### config.mk
export PLATFORM = sky130hd
export DESIGN_NAME = ppf_service_top
export DESIGN_NICKNAME = d
export VERILOG_FILES = /design/src/rtl/ppf_pkg.sv /design/src/rtl/ppf_byte_fifo.sv /design/src/rtl/ppf_pin_edge.sv /design/src/rtl/ppf_irq_ctl.sv /design/src/rtl/ppf_service_top.sv
export SDC_FILE = /design/constraint.sdc
export NUM_CORES = 1
export LEC_CHECK = 0
export BUFFER_PORTS_ARGS = -buffer_cell sky130_fd_sc_hd__buf_2
export CAP_MARGIN = 40
export CELL_PAD_IN_SITES_DETAIL_PLACEMENT = 1
export CELL_PAD_IN_SITES_GLOBAL_PLACEMENT = 1
export CORE_MARGIN = 3
export CORE_UTILIZATION = 40
export CTS_CLUSTER_DIAMETER = 200
export CTS_CLUSTER_SIZE = 24
export DETAILED_ROUTE_END_ITERATION = 10
export PLACE_DENSITY_LB_ADDON = 0.1
export SLEW_MARGIN = 10
export SYNTH_ARGS = -nofsm -noshare
export SYNTH_HDL_FRONTEND = slang
export SYNTH_SLANG_ARGS = --single-unit
### constraint.sdc
create_clock -name clk -period 2.9 [get_ports clk]
set_input_delay 0.29 -clock clk [delete_from_list [all_inputs] [get_ports clk]]
set_output_delay 0.29 -clock clk [all_outputs]
set_load 0.02 [all_outputs]
### src/rtl/ppf_pkg.sv
`timescale 1ns/1ps
package ppf_pkg;
    localparam int FIFO_DEPTH = 16;
    localparam int BYTE_W     = 8;
    localparam int THR_W      = 4;
    localparam int CNT_W      = $clog2(FIFO_DEPTH + 1);
    localparam int SYNC_STAGES = 2;

    typedef enum logic {
        DIR_TO_PERIPH = 1'b0,
        DIR_TO_HOST   = 1'b1
    } xfer_dir_e;

    typedef struct packed {
        logic svc;
        logic tc;
        logic fault;
        logic ack;
    } irq_src_t;

    typedef struct packed {
        logic             wr;
        logic [BYTE_W-1:0] wdata;
        logic             rd;
    } fifo_req_t;

    function automatic logic [CNT_W-1:0] eff_threshold(input logic [THR_W-1:0] code);
        return CNT_W'(code) + CNT_W'(1);
    endfunction

    function automatic logic threshold_met(input xfer_dir_e d,
                                           input logic [CNT_W-1:0] fill,
                                           input logic [THR_W-1:0] code);
        logic [CNT_W-1:0] free_slots;
        free_slots = CNT_W'(FIFO_DEPTH) - fill;
        if (d == DIR_TO_HOST)
            return fill >= eff_threshold(code);
        else
            return free_slots >= eff_threshold(code);
    endfunction
endpackage

### src/rtl/ppf_byte_fifo.sv
`timescale 1ns/1ps
module ppf_byte_fifo #(
    parameter int DEPTH = ppf_pkg::FIFO_DEPTH,
    parameter int W     = ppf_pkg::BYTE_W
) (
    input  logic                         clk,
    input  logic                         rst,
    input  ppf_pkg::fifo_req_t           req,
    output logic [W-1:0]                 head,
    output logic [$clog2(DEPTH+1)-1:0]   fill,
    output logic                         full,
    output logic                         empty
);
    localparam int AW = $clog2(DEPTH);
    localparam int CW = $clog2(DEPTH + 1);

    logic [W-1:0]  mem [DEPTH];
    logic [AW-1:0] wr_ptr, rd_ptr;
    logic [CW-1:0] cnt;
    logic          do_wr, do_rd;

    function automatic logic [AW-1:0] bump(input logic [AW-1:0] p);
        return (p == AW'(DEPTH - 1)) ? '0 : p + AW'(1);
    endfunction

    assign full  = (cnt == CW'(DEPTH));
    assign empty = (cnt == '0);
    assign do_wr = req.wr && !full;
    assign do_rd = req.rd && !empty;
    assign head  = mem[rd_ptr];
    assign fill  = cnt;

    always_ff @(posedge clk) begin
        if (do_wr)
            mem[wr_ptr] <= req.wdata;
    end

    always_ff @(posedge clk) begin
        if (rst) begin
            wr_ptr <= '0;
            rd_ptr <= '0;
            cnt    <= '0;
        end else begin
            if (do_wr) wr_ptr <= bump(wr_ptr);
            if (do_rd) rd_ptr <= bump(rd_ptr);
            case ({do_wr, do_rd})
                2'b10:   cnt <= cnt + CW'(1);
                2'b01:   cnt <= cnt - CW'(1);
                default: cnt <= cnt;
            endcase
        end
    end
endmodule

### src/rtl/ppf_pin_edge.sv
`timescale 1ns/1ps
module ppf_pin_edge #(
    parameter int   STAGES    = ppf_pkg::SYNC_STAGES,
    parameter logic IDLE_LEVEL = 1'b1
) (
    input  logic clk,
    input  logic rst,
    input  logic pin,
    output logic level,
    output logic rose,
    output logic fell
);
    logic [STAGES-1:0] chain;
    logic              prev;

    always_ff @(posedge clk) begin
        if (rst) begin
            chain <= {STAGES{IDLE_LEVEL}};
            prev  <= IDLE_LEVEL;
        end else begin
            chain <= {chain[STAGES-2:0], pin};
            prev  <= chain[STAGES-1];
        end
    end

    assign level = chain[STAGES-1];
    assign rose  = level && !prev;
    assign fell  = !level && prev;
endmodule

### src/rtl/ppf_irq_ctl.sv
`timescale 1ns/1ps
module ppf_irq_ctl (
    input  logic clk,
    input  logic rst,
    input  logic thr_met,
    input  logic dma_en,
    input  logic svc_wr,
    input  logic svc_wdata,
    input  logic tc_strobe,
    input  logic err_ie_n,
    input  logic fault_level,
    input  logic fault_fell,
    input  logic ack_ie,
    input  logic ack_rose,
    output logic svc_mask,
    output logic irq,
    output logic dma_req
);
    import ppf_pkg::*;

    logic     svc_q, irq_q, dma_q, err_ie_n_d;
    irq_src_t src;

    always_comb begin
        src.svc   = !svc_q && !dma_en && thr_met;
        src.tc    = !svc_q &&  dma_en && tc_strobe;
        src.fault = (!err_ie_n && fault_fell) ||
                    (err_ie_n_d && !err_ie_n && !fault_level);
        src.ack   = ack_ie && ack_rose;
    end

    always_ff @(posedge clk) begin
        if (rst) begin
            svc_q      <= 1'b1;
            irq_q      <= 1'b0;
            dma_q      <= 1'b0;
            err_ie_n_d <= 1'b1;
        end else begin
            if (svc_wr)
                svc_q <= svc_wdata;
            else if (src.svc || src.tc)
                svc_q <= 1'b1;
            irq_q      <= |src;
            dma_q      <= !svc_q && dma_en && thr_met;
            err_ie_n_d <= err_ie_n;
        end
    end

    assign svc_mask = svc_q;
    assign irq      = irq_q;
    assign dma_req  = dma_q;
endmodule

### src/rtl/ppf_service_top.sv
`timescale 1ns/1ps
module ppf_service_top #(
    parameter int DEPTH = ppf_pkg::FIFO_DEPTH,
    parameter int W     = ppf_pkg::BYTE_W,
    parameter int TW    = ppf_pkg::THR_W
) (
    input  logic          clk,
    input  logic          rst,
    input  logic          host_wr,
    input  logic [W-1:0]  host_wdata,
    input  logic          host_rd,
    output logic [W-1:0]  host_rdata,
    input  logic          per_push,
    input  logic [W-1:0]  per_wdata,
    input  logic          per_pop,
    output logic [W-1:0]  per_rdata,
    output logic          fifo_full,
    output logic          fifo_empty,
    input  logic          dir,
    input  logic          dma_en,
    input  logic [TW-1:0] thr_code,
    input  logic          svc_wr,
    input  logic          svc_wdata,
    output logic          svc_mask,
    input  logic          err_ie_n,
    input  logic          ack_ie,
    input  logic          fault_n,
    input  logic          ack_n,
    input  logic          tc_strobe,
    output logic          irq,
    output logic          dma_req
);
    import ppf_pkg::*;
    localparam int CW = $clog2(DEPTH + 1);

    fifo_req_t req;
    xfer_dir_e xdir;
    logic [W-1:0]  head;
    logic [CW-1:0] fill_cnt;
    logic          thr_met;
    logic          fault_level, fault_rose, fault_fell;
    logic          ack_level, ack_rose, ack_fell;

    assign xdir = xfer_dir_e'(dir);

    always_comb begin
        if (xdir == DIR_TO_HOST) begin
            req.wr    = per_push;
            req.wdata = per_wdata;
            req.rd    = host_rd;
        end else begin
            req.wr    = host_wr;
            req.wdata = host_wdata;
            req.rd    = per_pop;
        end
    end

    ppf_byte_fifo #(.DEPTH(DEPTH), .W(W)) u_fifo (
        .clk(clk), .rst(rst), .req(req), .head(head),
        .fill(fill_cnt), .full(fifo_full), .empty(fifo_empty)
    );

    assign host_rdata = head;
    assign per_rdata  = head;
    assign thr_met    = threshold_met(xdir, fill_cnt, thr_code);

    ppf_pin_edge #(.STAGES(SYNC_STAGES), .IDLE_LEVEL(1'b1)) u_fault_sync (
        .clk(clk), .rst(rst), .pin(fault_n),
        .level(fault_level), .rose(fault_rose), .fell(fault_fell)
    );

    ppf_pin_edge #(.STAGES(SYNC_STAGES), .IDLE_LEVEL(1'b1)) u_ack_sync (
        .clk(clk), .rst(rst), .pin(ack_n),
        .level(ack_level), .rose(ack_rose), .fell(ack_fell)
    );

    ppf_irq_ctl u_irq (
        .clk(clk), .rst(rst), .thr_met(thr_met), .dma_en(dma_en),
        .svc_wr(svc_wr), .svc_wdata(svc_wdata), .tc_strobe(tc_strobe),
        .err_ie_n(err_ie_n), .fault_level(fault_level), .fault_fell(fault_fell),
        .ack_ie(ack_ie), .ack_rose(ack_rose),
        .svc_mask(svc_mask), .irq(irq), .dma_req(dma_req)
    );
endmodule

-- Word-level counts from Yosys, hierarchy flattened
Memory sizes are Yosys's and may differ from the RTL's. A register that Yosys moved wholly into a read port is not among the register bits.
Cells that the tools add are included.
- $add $sub $neg: 6
- $lt $le $gt $ge: 2
- eq/ne operators: 5
- muxes and demuxes: 11
- reduce and logical (&&, ||, !) cells: 26
- operators with widths (cell ; count):
    two-way mux 4 bit ; 4
    logical AND 1 bit ; 13
    >= comparator 5 bit ; 2
    two-way mux 10 bit ; 1
    one-hot mux 5 bit (2 select lines) ; 1
    adder 4 x 1 -> 4 bit, second input constant ; 2
    equality test 4 bit, second input constant ; 2
    zero test 1 bit ; 7
    adder 4 x 1 -> 5 bit, second input constant ; 1
    adder 5 x 1 -> 5 bit, second input constant ; 1
    equality test 5 bit, second input constant ; 1
    zero test 5 bit ; 1
    two-way mux 1 bit ; 5
    subtractor 5 x 1 -> 5 bit, second input constant ; 1
    subtractor 5 bit, first input constant ; 1
    nonzero test 2 bit ; 2
    OR reduction 4 bit ; 1
    equality test 2 x 1 -> 1 bit, second input constant ; 1
    equality test 2 bit, second input constant ; 1
    logical OR 1 bit ; 2
- bits in registers: 23
- RAM bits: 128
- input port bits: 35
- output and inout port bits: 21
- word-level logic and storage cells: 62
- memories kept: 1
- memory list (memory ; words ; width ; read ports ; clocked after memory_dff ; wr ports ; RTL line ; text):
    u_fifo.mem ; 16 ; 8 ; 1 ; 1 ; 1 ; ppf_byte_fifo.sv:17 ; logic [W-1:0] mem [DEPTH];

-- Depth between registers and ports, before layout
Gate-level depths: netlist of run 1.
- depth after elaboration: 7
- depth in mapped cells: 13

-- By module
A second synthesis of run 1 with hierarchy kept.
- cell total of the unflattened synthesis: 378
- area total of the unflattened synthesis: 6651.4 µm²
- modules (own cells, without submodules) (module ; times used ; cells each ; area each (µm²) ; sequential area each (µm²)):
    ppf_byte_fifo ; 1 ; 296 ; 5855.6 ; 4184.0
    ppf_service_top ; 1 ; 50 ; 441.7 ; 0.0
    ppf_pin_edge ; 2 ; 8 ; 92.6 ; 60.1
    ppf_irq_ctl ; 1 ; 16 ; 168.9 ; 80.1

-- Worst setup path before layout of run 1
OpenSTA, ideal clock, no wires.
- path type: register -> register
- start point: register u_fifo.cnt[0] (netlist: u_fifo.fill[0])
- end point: register u_fifo.cnt[4] (netlist: u_fifo.fill[4])
- library setup time: 70 ps
- arrival: 2971 ps
- required time: 2830 ps
- setup slack: -141 ps
- stages on the path, launching flop included: 14
- buffers on the path: 0
- path through: dfxtp_1 inv_1 ha_1 nor3b_1 ha_1 nor2_2 inv_1 ha_1 fa_1 a21o_1 a21oi_1 xor2_1 or3_1 a21oi_1
- cells in the longest elaborated chain, start to end: 5
- RTL lines (item ; RTL line ; text):
    start: declaration ; ppf_byte_fifo.sv:19 ; logic [CW-1:0] cnt;
    start signal: assignment ; ppf_byte_fifo.sv:47 ; 2'b10: cnt <= cnt + CW'(1);
    start signal: assignment ; ppf_byte_fifo.sv:48 ; 2'b01: cnt <= cnt - CW'(1);
    start signal: assignment ; ppf_byte_fifo.sv:49 ; default: cnt <= cnt;
    equality test 5 bit (*) ; ppf_byte_fifo.sv:26 ; assign full = (cnt == CW'(DEPTH));
    named net fifo_full ; ppf_service_top.sv:17 ; output logic fifo_full,
    zero test 1 bit (*) ; ppf_byte_fifo.sv:28 ; assign do_wr = req.wr && !full;
    logical AND 1 bit (*) ; ppf_byte_fifo.sv:28 ;
    equality test 2 x 1 -> 1 bit / equality test 2 bit (equally long branches) ; ppf_byte_fifo.sv:46 ; case ({do_wr, do_rd})
    one-hot mux 5 bit (2 select lines) / nonzero test 2 bit (equally long branches) ; n/a ;
Mark *: on every way through the listed nets, which the timed path passes. The rest lies on a longest branch.
A chain may end at the register's enable or synchronous reset.

-- Final worst setup path of run 1
- start point: register u_fifo.cnt[0] (netlist: u_fifo.fill[0])
- end point: register u_fifo.cnt[4] (netlist: u_fifo.fill[4])
- cells in the longest elaborated chain, start to end: 5
- RTL lines (item ; RTL line):
    equality test 5 bit / zero test 5 bit (equally long branches) ; ppf_byte_fifo.sv:26, ppf_byte_fifo.sv:27
    zero test 1 bit, on equally long branches ; ppf_byte_fifo.sv:28, ppf_byte_fifo.sv:29
    logical AND 1 bit, on equally long branches ; ppf_byte_fifo.sv:28, ppf_byte_fifo.sv:29
    equality test 2 x 1 -> 1 bit / equality test 2 bit (equally long branches) ; ppf_byte_fifo.sv:46
    one-hot mux 5 bit (2 select lines) / nonzero test 2 bit (equally long branches) ; n/a
Parallel ways exist; a longest one is shown, timed or not.

==> impl_metrics.csv, run 1 <==
group,metric,value,unit
logic_synthesis,synth-compound-area-share,2.929,%
logic_synthesis,syn_nets,432,
route,first_pass_iters,4,
worst_setup_path,crit_path_end_kind,"flop",
logic_synthesis,synth-simple-area-share,5.234,%
finish,multi_input_area,2047,µm²
worst_setup_path,reg2regPathDepth,13,
sta,fmax,368.8,MHz
logic_synthesis,yosys.area_share.adder,3.704,%
floorplanning,die_area,18130,µm²
logic_synthesis,synth.distinct_cells,42,
global_routing,gr-usage-all-layers,17.54,%
finish,syn_to_final_growth,18.27,%
worst_hold_path,hold_path_end,"u_ack_sync.chain[0]$_SDFF_PP1_",
logic_synthesis,syn_area_per_cell,17.52,µm²
worst_setup_path,r2r-start,"u_fifo.fill[0]$_SDFFE_PP0P_",
floorplanning,start_util,41.23,%
power,peakVddDrop,0.0004651,V
worst_hold_path,hold_start,"ack_n",
finish,final_nets,508,
place,port-buffer-count,55,
sta,finalSetupTns,0,ns
finish,drive_gt1_share,32.55,%
sta,worst_pin_slew,0.6461,ns
place,hpwl,10070,µm
route,vias,3601,
route,drt_wl_total,14750,µm
global_routing,grt_max_degree,33,
sta,slew_viol_final,0,
floorplanning,die_h,134.7,µm
logic_synthesis,synthMuxAreaShare,17.40,%
logic_synthesis,synthTopCellsByArea,"edfxtp_1, mux4_1, dfxtp_1, mux4_2, ha_1",
sta,setup_viol,0,
worst_setup_path,worstPathRequired,3.25,ns
cts,cts_tree,"yes",
logic_synthesis,synth_seq_cells,155,
cts,clk_path_buf_depth,2,
worst_setup_path,critPathMaxFanout,3,
route,ant_nets,0,
logic_synthesis,synth_xor_area_share,1.323,%
power,power.leakage,2.780,nW
worst_setup_path,r2r_end,"u_fifo.fill[4]$_SDFFE_PP0P_",
floorplanning,io_pins,56,
sta,period_share,93.50,%
sta,skew,0.007572,ns
sta,slew_headroom,56.77,%
power,power_density,832.6,nW/µm²
floorplanning,die_x,134.7,µm
logic_synthesis,synthCells,378,
finish,utilization,48.77,%
sta,rsz0062_at_grt,"false",
finish,seq_area,4387,µm²
cts,cts.clk_slew.worst_paths,0.06,ns
cts,clk_latency,0.42,ns
run,drv_cap,0,
worst_hold_path,whs_path_depth,2,
cts,ctsHtreeMaxLevel,4,
cts,cts_buffers,17,
logic_synthesis,ys_seq_area_share,66.21,%
floorplanning,placementRows,46,
logic_synthesis,synth_warnings,0,
worst_setup_path,arrival,3.06,ns
route,drc,0,
worst_setup_path,cp-start-kind,"flop",
logic_synthesis,synth_top_family_by_area,"multiplexers",
cts,root_buffer,"clkbuf_16",
route,drt_iter0_drc,249,
finish,fillCellCount,1549,
place,place_congestion,0.7209,
run_status,status,"finished, final reports clean",
floorplanning,fp.coreArea,16060,µm²
global_routing,grt_pass1_vias,3890,
sta,min_period,2.712,ns
logic_synthesis,syn-cell-area,6621,µm²
global_routing,grt_pass1_wl,23070,µm
finish,antennaDiodeCount,0,
route,avgRoutedWirePerCell,21.59,µm
worst_setup_path,crit_type,"reg -> reg",
sta,hold_viol_final,0,
cts,cts.sinks,155,
place,preCtsSetupSlack,0.03791,ns
worst_setup_path,reg2reg_slack,0.19,ns
cts,holdBufCountCts,0,
worst_hold_path,hold_path.class,"in -> reg",
logic_synthesis,synth_top_area_share,58.05,%
sta,fin_ws,0.1885,ns
power,p_total,0.006520,W
global_routing,overflow,0,
logic_synthesis,synth_top_area_cell,"edfxtp_1",
global_routing,antenna_found_initial,0,
route,via_per_inst,5.272,
-- per-stage QoR --
| stage | std cells | area, µm² | hold slack (ns) |
|---|---|---|---|
| finish | 683 | 7831 | 0.04672 |
| global route | 683 | 7831 | 0.03931 |
| CTS | 683 | 7825 | 0.02479 |
| detailed placement | 651 | 7228 | 0.3970 |
| global placement | 642 | 7149 | 0.3928 |
| floorplan | 378 | 6633 | 0.3895 |
-- cell type report --
| class | instances | share of cell area [%] |
|---|---|---|
| Timing Repair Buffer | 80 | 6.215 |
| Tap cell | 216 | 3.451 |
| Multi-Input combinational cell | 187 | 26.14 |
| Inverter | 13 | 0.6231 |
| Sequential cell | 155 | 56.02 |
| Clock buffer | 17 | 5.432 |
| Clock inverter | 15 | 2.125 |
-- cells in the mapped netlist, drive strengths merged --
| cell type | n |
|---|---|
| a21oi | 12 |
| xnor2 | 5 |
| nor3b | 2 |
| o31ai | 2 |
| fa | 1 |
| nor2 | 27 |
| edfxtp | 128 |
| dfxtp | 27 |
| a211oi | 3 |
| or3 | 3 |
| or4 | 1 |
| o311ai | 1 |
| xor2 | 5 |
| a2111oi | 1 |
| nand2b | 4 |
| o211ai | 1 |
| a31oi | 2 |
| a21o | 2 |
| inv | 13 |
| nand3 | 4 |
| o21ai | 4 |
| mux2i | 6 |
| mux2 | 9 |
| nand2 | 14 |
| buf | 16 |
| o22ai | 1 |
| or2 | 7 |
| nor4b | 2 |
| nor3 | 6 |
| clkbuf | 7 |
| a221oi | 1 |
| and3 | 1 |
| nor2b | 1 |
| mux4 | 40 |
| ha | 18 |
| o32ai | 1 |
-- repair_timing --
item,in CTS,in global routing
buffers inserted,0,0
gates resized for setup,1,2
setup endpoints to repair,1,1
-- placed cells by master (no fill, tap or decap), types with 3 or more instances in the layout --
| master | synthesis | final |
|---|---|---|
| edfxtp_1 | 128 | 128 |
| buf_2 | 0 | 55 |
| nor2_1 | 26 | 26 |
| dfxtp_1 | 27 | 25 |
| mux4_1 | 24 | 24 |
| buf_4 | 8 | 21 |
| clkbuf_16 | 0 | 17 |
| mux4_2 | 16 | 16 |
| ha_1 | 18 | 16 |
| nand2_1 | 14 | 14 |
| inv_1 | 13 | 13 |
| a21oi_1 | 12 | 11 |
| mux2_2 | 9 | 9 |
| or2_2 | 7 | 7 |
| mux2i_1 | 6 | 6 |
| nor3_1 | 6 | 6 |
| xor2_1 | 5 | 5 |
| xnor2_1 | 5 | 5 |
| clkinv_4 | 0 | 5 |
| nand3_1 | 4 | 4 |
| nand2b_1 | 4 | 4 |
| o21ai_0 | 4 | 4 |
| or3_1 | 3 | 3 |
| a211oi_1 | 3 | 3 |
| clkinv_2 | 0 | 3 |
| buf_6 | 1 | 3 |
-- critical path: stages (launching register included) --
cell and delay, ns:
dfxtp_2 0.33, inv_1 0.05, ha_1 0.21, nor3b_2 0.18
ha_2 0.21, nor2_4 0.11, inv_1 0.07, ha_1 0.23
fa_2 0.37, a21o_1 0.21, a21oi_2 0.14, xor2_1 0.08
or3_1 0.30, a21oi_1 0.15
-- power breakdown --
group,switching [W],internal [W],total [W]
clock network,0.000928,0.00128,0.00221
logic,0.000926,0.000793,0.00172
registers,0.0000616,0.00253,0.00259
-- cell families (layout without fill, tap and decap cells) --
kind of cell,Yosys count,after routing
compound gates,31,31
xor+xnor,10,10
fa+ha+maj,19,19
buf+inv,36,125
flops,155,155
mux,55,55
simple gates,72,72
-- worst max-delay path by stage --
stage,from,cells past startpoint,slack [ns],end
2_1_floorplan,u_fifo.fill[1]$_SDFFE_PP0P_,13,0.03,u_fifo.fill[4]$_SDFFE_PP0P_
6_report,u_fifo.fill[0]$_SDFFE_PP0P_,13,0.19,u_fifo.fill[4]$_SDFFE_PP0P_
5_1_grt,u_fifo.fill[0]$_SDFFE_PP0P_,13,0.01,u_fifo.fill[4]$_SDFFE_PP0P_
3_3_place_gp,u_fifo.fill[0]$_SDFFE_PP0P_,12,0.14,u_fifo.fill[4]$_SDFFE_PP0P_
4_1_cts,u_fifo.fill[0]$_SDFFE_PP0P_,13,0.09,u_fifo.fill[4]$_SDFFE_PP0P_
3_5_place_dp,u_fifo.fill[0]$_SDFFE_PP0P_,12,0.04,u_fifo.fill[4]$_SDFFE_PP0P_
-- flip-flops by register name, summed over array words and instances (netlist names), 2 cells and up, named ones only --
signal and flops:
u_ack_sync.chain 2, u_fault_sync.chain 2, u_fifo.fill 5, u_fifo.mem 128, u_fifo.rd_ptr 4, u_fifo.wr_ptr 4
-- per-layer routing --
metal | routed length (µm) | track usage (%)
met1 | 6575 | 23.07
met2 | 7506 | 29.29
met3 | 539 | 4.210
met4 | 127 | 4.921
met5 | 0 | 0
(Power assumes the default switching activity.)
==> inputs of run 2 (changes only) <==
--- a/config.mk
+++ b/config.mk
@@ -7,2 +7,3 @@
 export LEC_CHECK = 0
+export ABC_AREA = 1
 export BUFFER_PORTS_ARGS = -buffer_cell sky130_fd_sc_hd__buf_2
--- a/constraint.sdc
+++ b/constraint.sdc
@@ -3,2 +3,2 @@
 set_output_delay 0.29 -clock clk [all_outputs]
-set_load 0.02 [all_outputs]
+set_load 0.1 [all_outputs]
==> impl_metrics.csv, run 2 <==
group,metric,value,unit
route,via_per_inst,5.173,
logic_synthesis,syn_area_per_cell,11.62,µm²
logic_synthesis,synth_ff_type,"edfxtp_1",
worst_setup_path,crit_type,"reg -> reg",
power,p_total,0.008689,W
global_routing,antenna_found_initial,0,
worst_hold_path,hold_path.class,"in -> reg",
finish,antennaDiodeCount,0,
logic_synthesis,synth-simple-area-share,9.927,%
cts,cts_tree,"yes",
finish,fillCellCount,1785,
worst_setup_path,critPathMaxFanout,6,
sta,fmax,373.2,MHz
run,drv_cap,0,
sta,min_period,2.679,ns
floorplanning,placementRows,47,
place,hpwl,11550,µm
finish,largest_reg_flops,128,
logic_synthesis,synth.distinct_cells,33,
cts,clk_path_buf_depth,2,
route,vias,4583,
route,avgRoutedWirePerCell,19.00,µm
logic_synthesis,synth_most_common_cell,"edfxtp_1",
cts,root_buffer,"clkbuf_16",
cts,cts.clk_slew.worst_paths,0.06,ns
global_routing,grt_pass1_vias,4863,
sta,finalSetupTns,0,ns
finish,final_common_cell,"edfxtp_1",
logic_synthesis,synth_warnings,0,
sta,worst_pin_slew,0.7142,ns
sta,period_share,92.39,%
global_routing,overflow,0,
finish,final_nets,707,
global_routing,grt_max_degree,54,
floorplanning,start_util,41.05,%
logic_synthesis,synth_top_area_cell,"edfxtp_1",
finish,final_cell_mix,"edfxtp_1, nand2_1, inv_1",
power,power.leakage,3.205,nW
finish,stdcell_count,886,
finish,utilization,49.69,%
cts,cts_buffers,17,
worst_setup_path,worstPathRequired,3.20,ns
route,drt_iter0_drc,163,
floorplanning,io_pins,56,
power,power_density,1047,nW/µm²
route,ant_nets,0,
logic_synthesis,yosys.area_share.adder,3.577,%
place,port-buffer-count,55,
sta,fin_ws,0.2206,ns
cts,clk_latency,0.42,ns
route,drt_wl_total,16840,µm
place,place_congestion,0.7898,
worst_setup_path,arrival,2.98,ns
logic_synthesis,synth_edf_count,128,
sta,skew,0.004657,ns
logic_synthesis,synth_top_area_share,56.06,%
finish,syn_to_final_growth,21.02,%
logic_synthesis,ys_seq_area_share,63.94,%
place,dp_cells,854,
cts,ctsHtreeMaxLevel,4,
worst_setup_path,crit_path_top_delay_cell,"fa_1",
sta,slew_headroom,52.27,%
finish,top_register,"u_fifo.mem",
route,drc,0,
floorplanning,die_h,136.9,µm
place,preCtsSetupSlack,0.09466,ns
worst_setup_path,crit_path_end_kind,"flop",
logic_synthesis,synth_top_family_by_area,"compound AO/OA/AOI/OAI gates",
logic_synthesis,syn-cell-area,6857,µm²
global_routing,grt_pass1_wl,26540,µm
floorplanning,die_area,18750,µm²
cts,cts.sinks,155,
logic_synthesis,synthArstFlopShare,0,%
logic_synthesis,synth-compound-area-share,10.64,%
logic_synthesis,synth_seq_cells,155,
cts,holdBufCountCts,0,
route,first_pass_iters,4,
run_status,status,"finished, final reports clean",
logic_synthesis,syn_nets,644,
floorplanning,fp.coreArea,16700,µm²
cts,post_cts_buffers,0,
floorplanning,die_x,136.9,µm
worst_setup_path,cp-start-kind,"flop",
worst_setup_path,slowest_delay,0.40,ns
power,peakVddDrop,0.0008262,V
sta,slew_viol_final,0,
logic_synthesis,synthMuxAreaShare,4.672,%
finish,drive_gt1_share,19.52,%
logic_synthesis,synthCells,590,
sta,setup_viol,0,
cts,post_cts_resized,0,
logic_synthesis,synth_common_cells,"edfxtp_1, nand2_1, inv_1, o21ai_0, a21oi_1",
logic_synthesis,synthTopCellsByArea,"edfxtp_1, dfxtp_1, mux2i_1, nand2_1, o211ai_1",
worst_setup_path,cp_cell_sequence,"inv_1, ha_1, nand2_1, nor2_1, ha_4, nor3_4, inv_2, ha_4, fa_1, nand3_1, nand2_1, a21oi_1, o21ai_0, o21ai_1, a21oi_1",
logic_synthesis,synth_xor_area_share,0.6387,%
sta,hold_viol_final,0,
global_routing,gr-usage-all-layers,18.95,%
-- run 2: changes by cell type in the layout (fill, tap and decap cells not counted), moves of 17 or more --
cell,delta
nand2_1,+62
buf_12,+17
a21oi_1,+33
mux2i_1,+26
mux4_1,-24
inv_1,+50
o211ai_1,+31
o21ai_0,+42
nand3_1,+21
-- run 2: cells by family (layout without fill, tap and decap cells) --
logic type / count (synthesis) / in the layout
DFF: 155 / 155
AOI/OAI and AO/OA: 127 / 127
muxes: 32 / 32
xor gates and xnor gates: 5 / 5
adders and majority gates: 19 / 19
buffers and inverters: 100 / 176
and+or+nand+nor: 152 / 152
-- run 2: cell type report --
cell class              instances  area, µm²  area share [%]
flip-flops and latches        155       4388           52.88
multi-input cells             335       2057           24.79
repair buffers                 79      720.7           8.685
clock buffers                  22      474.2           5.715
well taps                     220      275.3           3.317
inverters                      65      244.0           2.940
clock inverters                10      138.9           1.674
-- run 2: per-stage QoR --
step | cell area, µm² | hold slack (ns)
floorplan | 6882 | 0.3895
global placement | 7672 | 0.3912
detailed placement | 7672 | 0.3975
CTS | 8285 | 0.03081
global route | 8298 | 0.04614
finish | 8298 | 0.04900
-- run 2: critical path, delay by kind of cell (launching register included) --
kind	cells	cell delay (ns)
flip-flops	1	0.35
AO/OA/AOI/OAI	4	0.43
adder cells (fa/ha/maj)	4	1.04
buffers and inverters	2	0.17
AND/OR/NAND/NOR	5	0.58
-- run 2: worst paths after layout --
path                                                     start                             end  slack [ns]  cells past startpoint
worst max-delay path               u_fifo.fill[0]$_SDFFE_PP0P_     u_fifo.fill[4]$_SDFFE_PP0P_        0.22                     15
worst min-delay path                                     ack_n  u_ack_sync.chain[0]$_SDFF_PP1_        0.05                      2
worst max register to register     u_fifo.fill[0]$_SDFFE_PP0P_     u_fifo.fill[4]$_SDFFE_PP0P_        0.22                     15
worst min register to register  u_ack_sync.chain[0]$_SDFF_PP1_  u_ack_sync.chain[1]$_SDFF_PP1_        0.42                      1
-- run 2: routing by layer --
metal | up-vias | GRT usage [%] | share of wire [%]
li1 | 2192 | - | -
met5 | - | 0 | 0
met4 | 0 | 5.155 | 1.2
met1 | 2301 | 24.73 | 45
met3 | 18 | 3.824 | 3.2
met2 | 72 | 32.21 | 51
-- run 2: where the power goes --
group,internal (W),switching (W)
combinational,0.00125,0.00252
clock,0.00142,0.000860
sequential,0.00255,0.0000813
